===== src/rtl/qpsk_phase_mod.sv =====
module qpsk_phase_mod (
  input  logic clk,
  input  logic rst_n,
  input  logic start,
  input  logic din,
  output logic mod_out
);
  localparam int CW = 3;
  localparam logic [CW-1:0] FIRST_AT = CW'(3);
  localparam logic [CW-1:0] LAST_AT  = CW'(7);

  logic [CW-1:0] cnt;
  logic          a_bit;
  logic [1:0]    sym;
  logic          sym_valid;
  logic [1:0]    k;
  logic [CW-1:0] rel;

  always_ff @(posedge clk or negedge rst_n) begin
    if (!rst_n) begin
      cnt <= '0; a_bit <= 1'b0; sym <= 2'b00; sym_valid <= 1'b0;
    end else if (!start) begin
      cnt <= '0; a_bit <= 1'b0; sym <= 2'b00; sym_valid <= 1'b0;
    end else begin
      cnt <= cnt + CW'(1);
      if (cnt == FIRST_AT) a_bit <= din;
      if (cnt == LAST_AT) begin
        sym       <= {a_bit, din};
        sym_valid <= 1'b1;
      end
    end
  end

  always_comb begin
    case (sym)
      2'b11:   k = 2'd0;
      2'b01:   k = 2'd1;
      2'b00:   k = 2'd2;
      default: k = 2'd3;
    endcase
  end

  assign rel     = cnt - {k, 1'b0};
  assign mod_out = start & sym_valid & ~rel[CW-1];

  assert_idle_low_R2: assert property (@(posedge clk) disable iff (!rst_n)
    !start |-> !mod_out);
  assert_count_step_R4: assert property (@(posedge clk) disable iff (!rst_n)
    (start && $past(start)) |-> cnt == CW'($past(cnt) + CW'(1)));
  assert_half_period_R4: assert property (@(posedge clk) disable iff (!rst_n)
    (start && sym_valid && cnt >= CW'(4)) |-> mod_out != $past(mod_out, 4));
  assert_sym_hold_R6: assert property (@(posedge clk) disable iff (!rst_n)
    (cnt != '0) |-> $stable(sym));
  assert_fresh_frame_R7: assert property (@(posedge clk) disable iff (!rst_n)
    $rose(start) |-> !sym_valid && cnt == '0);
endmodule


===== config.mk =====
export PLATFORM = sky130hd
export DESIGN_NAME = qpsk_phase_mod
export DESIGN_NICKNAME = d
export VERILOG_FILES = /design/src/rtl/qpsk_phase_mod.sv
export SDC_FILE = /design/constraint.sdc
export NUM_CORES = 1
export LEC_CHECK = 0
export CAP_MARGIN = 20
export CELL_PAD_IN_SITES_DETAIL_PLACEMENT = 2
export CELL_PAD_IN_SITES_GLOBAL_PLACEMENT = 2
export CORE_AREA = 2 2 39 41
export DETAILED_ROUTE_END_ITERATION = 6
export DIE_AREA = 0 0 41 43
export MAX_ROUTING_LAYER = met4
export PLACE_DENSITY_LB_ADDON = 0.08
export SETUP_SLACK_MARGIN = 0.2
export SYNTH_ARGS = -nofsm -noshare
export SYNTH_HDL_FRONTEND = slang
export SYNTH_SLANG_ARGS = --single-unit
export TNS_END_PERCENT = 30

===== constraint.sdc =====
create_clock -name clk -period 2.6 [get_ports clk]
set_clock_uncertainty 0.15 [all_clocks]
set_input_delay 0.78 -clock clk [delete_from_list [all_inputs] [get_ports clk]]
set_output_delay 0.78 -clock clk [all_outputs]
set_load 0.01 [all_outputs]

; ---- After elaboration in Yosys (flattened, before gate mapping)
; Cells that the tools add are included.
[op_classes]
n_addsub = 2
n_mul = 0
div = 0
magnitude_cmp = 0
eq_ne = 6
shift = 0
mux = 8
n_bitwise = 3
n_reduce_logical = 1
[op_table]
columns = operator, count
row1 = $pmux 2 s3, 1
row2 = $mux 1, 4
row3 = $mux 2, 2
row4 = $ne 2x1->1 const B, 2
row5 = $add 3x1->3 const B, 1
row6 = $eq 3x2->1 const B, 1
row7 = $eq 3x3->1 const B, 1
row8 = $mux 3, 1
row9 = $sub 3x3->3, 1
row10 = $and 1x1->1, 2
row11 = $eq 2x1->1 const B, 1
row12 = $eq 2x2->1 const B, 1
row13 = $logic_not 2->1, 1
row14 = $not 1->1, 1
[word_totals]
reg_bits = 7
latchBits = 0
ram_bits = 0
romBits = 0
input_bits = 4
output_inout_bits = 1
word_cells = 24
n_memories = 0

; ---- Logic depth before layout (Yosys ltp)
[logic_depth]
ltp_word = 5
mapped_depth = 5
mapped_depth_nobuf = 5

; ---- Least setup slack after synthesis
; No wires, ideal clock.
[synth_timing]
path_kind = reg2out
startpoint = reg sym[0]
endpoint = out mod_out
t_arrival_ns = 1.169
required_time_ns = 1.670
path_slack_ns = 0.501
path_stages_with_launch = 6
n_path_buf = 0
cell_sequence = dfrtp_1 inv_1 ha_1 nor2_2 xnor3_1 and3_1
[synth_between]
elab_chain_cells = 5
[synth_rtl]
columns = item, line
row1 = from (decl), 14  ; logic [1:0] sym;
row2 = from (signal assigned), 28  ; sym <= {a_bit, din};
row3 = $eq 2x1->1 (tied with other cells), 35  ; case (sym)
row4 = $pmux 2 s3 *, 35
row5 = $sub 3x3->3 *, 43  ; assign rel = cnt - {k, 1'b0};
row6 = $not 1->1 *, 44  ; assign mod_out = start & sym_valid & ~rel[CW-1];
row7 = $and 1x1->1 *, 44
row8 = to (decl), 6  ; output logic mod_out
; Mark *: on every way between the ends. The rest lies on a longest branch, timed or not.

; ---- Final worst setup path
; Same ends and word-level chain as after synthesis.

==> metrics.txt <==
Worst Hold Launch=cnt[0]; Hold Crit Class=flip-flop to flip-flop; Synth area leader=dfrtp_1; FF+latch area=between 150 and 200 µm²; Fin. Hold Viols=0; Largest stage delay, worst path=about 350 ps; Hold Path Stages=1; Yosys top cell area share=a little under half; fmax=roughly 400 MHz; multi-input logic area=around 190 µm²; routability cong.=roughly 0.7; vias=roughly 220; grt ovf=0; synth warn=0; setup TNS=0 ps; Worst-Margin Slew=327 ps; CP delay by family, top=flip-flops; initial antenna violation count=0; vias in the first global route=261; Sink Count=7; Pre-Repair DR Iteration Count=1; fin. max-slew vios=0; post-DP HPWL=a little over 500 µm; antenna diode count=0; Max VDD drop=approximately 0.19 mV; Buf+Inv Stages, Crit Path=2; Synth Register Bits=7; Slew headroom=slightly below 80%; Power Density=roughly 500 nW/µm²; Vias/cell=around 4.1; Max FO, Critical Path=2; Post-Syn Instances=29; Die ar.=approximately 1800 µm²; H-tree depth reported by CTS=1; worst skew pair latency=250 ps; Layout area overhead=26.4%; max_cap viols=0; critical-path cell list=inv_1, ha_1, nor2_2, xnor3_1, and3_1, buf_2; final setup fails=0; clock slew at reported path FFs=approximately 50 ps; core area=between 1000 and 1500 µm²; R2R Path Start=cnt[1]; starting density of the core=a little over a quarter; post-route clock period utilization=a little over nine tenths; CP Launch Point=sym[0]; first-pass GRT wire length=1120 µm; CTS tree=built; Tot Pwr=0.236 mW; Avg Inst Size Synth=about 13 µm²; CP Launch Type=flip-flop; critical setup path kind=flip-flop to output pin; Die Span X=just over 40 µm; Levels on crit path=6; # DRC=0; Initial DRC Count=0; Die Ht=about 43 µm; layout cells sized above 1=~18%; Num CTS Buffers=3; most common cell after layout, fill and taps aside=dfrtp_1; status=finished clean; # rows=14; DR WL/cell=between 10 and 15 µm; Routed Antenna Nets=0; Critical Path End Type=output pin; Period minus WS final=around 2500 ps; leak pwr=~0.21 nW; Synth cell types=10; Worst EP arrival=approximately 1600 ps; nets=48; Syn Nets=38; Port Buffer Count=4; largest cells by area after synthesis=dfrtp_1, ha_1, nor2b_1, mux2i_1, xnor3_1; Clock Path Buffers=2; IO Pins=5; CTS Hold Buffers Added=0; setup bufs post-CTS=0; post-synthesis sequential area ratio=between 40% and 50%; CP max-delay cell=dfrtp_1; RSZ-0062 raised after global routing=yes; fillers=~150; DRT Wirelength=around 630 µm; CP required=1670 ps; CTS root buf=clkbuf_4; GRT Resource Usage Total=approximately a tenth; largest net degree at the start of global routing=8; R2R depth=4; mapped cell area=between 300 and 400 µm²; most frequent cells in the layout=dfrtp_1, nor2b_1, ha_1
==> cell type report <==
cell class | instances | area share (%)
well taps | 16 | 4.34
repair buffers | 5 | 9.21
flip-flops and latches | 7 | 37.9
inverters | 3 | 2.44
clock buffers | 4 | 5.69
multi-input cells | 19 | 40.4
==> layer usage <==
layer	global-route usage [%]	wire length, µm	part of all wire [%]	up-vias
li1	-	-	-	111
met1	13.3	307	49	108
met2	12.5	301	48	4
met3	1.57	16	2.6	0
met4	10.0	0	0	0
met5	-	0	0	-
==> synthesized netlist by cell type <==
master,count
dfrtp_1,7
nor2b_1,6
ha_1,5
inv_1,3
mux2i_1,3
and2_1,1
and3_1,1
nor2_2,1
o21a_1,1
xnor3_1,1
==> registers in the layout, summed over array words and instances (netlist names) <==
signal,flops
cnt,3
sym,2
sym_valid,1
a_bit,1
==> logic make-up (layout without fill, tap and decap cells) <==
group	after synthesis	in the layout	share of synthesized area, %
flip-flops	7	7	47.9
adder cells (fa/ha/maj)	5	5	17.1
buffers and inverters	3	12	3.08
AO/OA/AOI/OAI	1	1	2.06
multiplexers	3	3	8.22
AND/OR/NAND/NOR	9	9	15.4
XOR/XNOR	1	1	6.16
==> worst reg2reg max path, stage by stage, from the launching register on <==
cell,delay (ps)
dfrtp_1,400
ha_1,200
ha_1,240
mux2i_1,210
nor2b_1,60
==> power breakdown <==
part           switching, mW  internal [mW]
Clock                 0.0399         0.0585
Combinational        0.00841         0.0124
Sequential           0.00351          0.113
==> stage by stage <==
step / cells / util (%) / hold slack, ps / area, µm² / setup slack, ps
after global placement: 50 / 31.3 / 273 / 433 / -310
after floorplan: 29 / - / 259 / 365 / 501
after detailed placement: 50 / 31.3 / 277 / 433 / -308
final: 54 / 33.4 / 292 / 462 / 103
after CTS: 54 / 33.4 / 302 / 462 / 67.3
after global routing: 54 / 33.4 / 328 / 462 / 13.2
==> path summary, 6_finish.rpt <==
check / endpoint / slack (ps)
setup / recovery: mod_out / 100
hold / removal: cnt[0] / 290
setup reg to reg: sym[0] / 1230
hold reg to reg: cnt[0] / 290
max in group asynchronous: cnt[2] / 1410
min in group asynchronous: a_bit / 640
==> timing repair <==
action,in CTS,in global routing
resized for setup,6,0
pin swaps,1,0
endpoints found under the hold margin,0,0
setup endpoints to repair,1,1
Power figures use the tool's default switching activity.
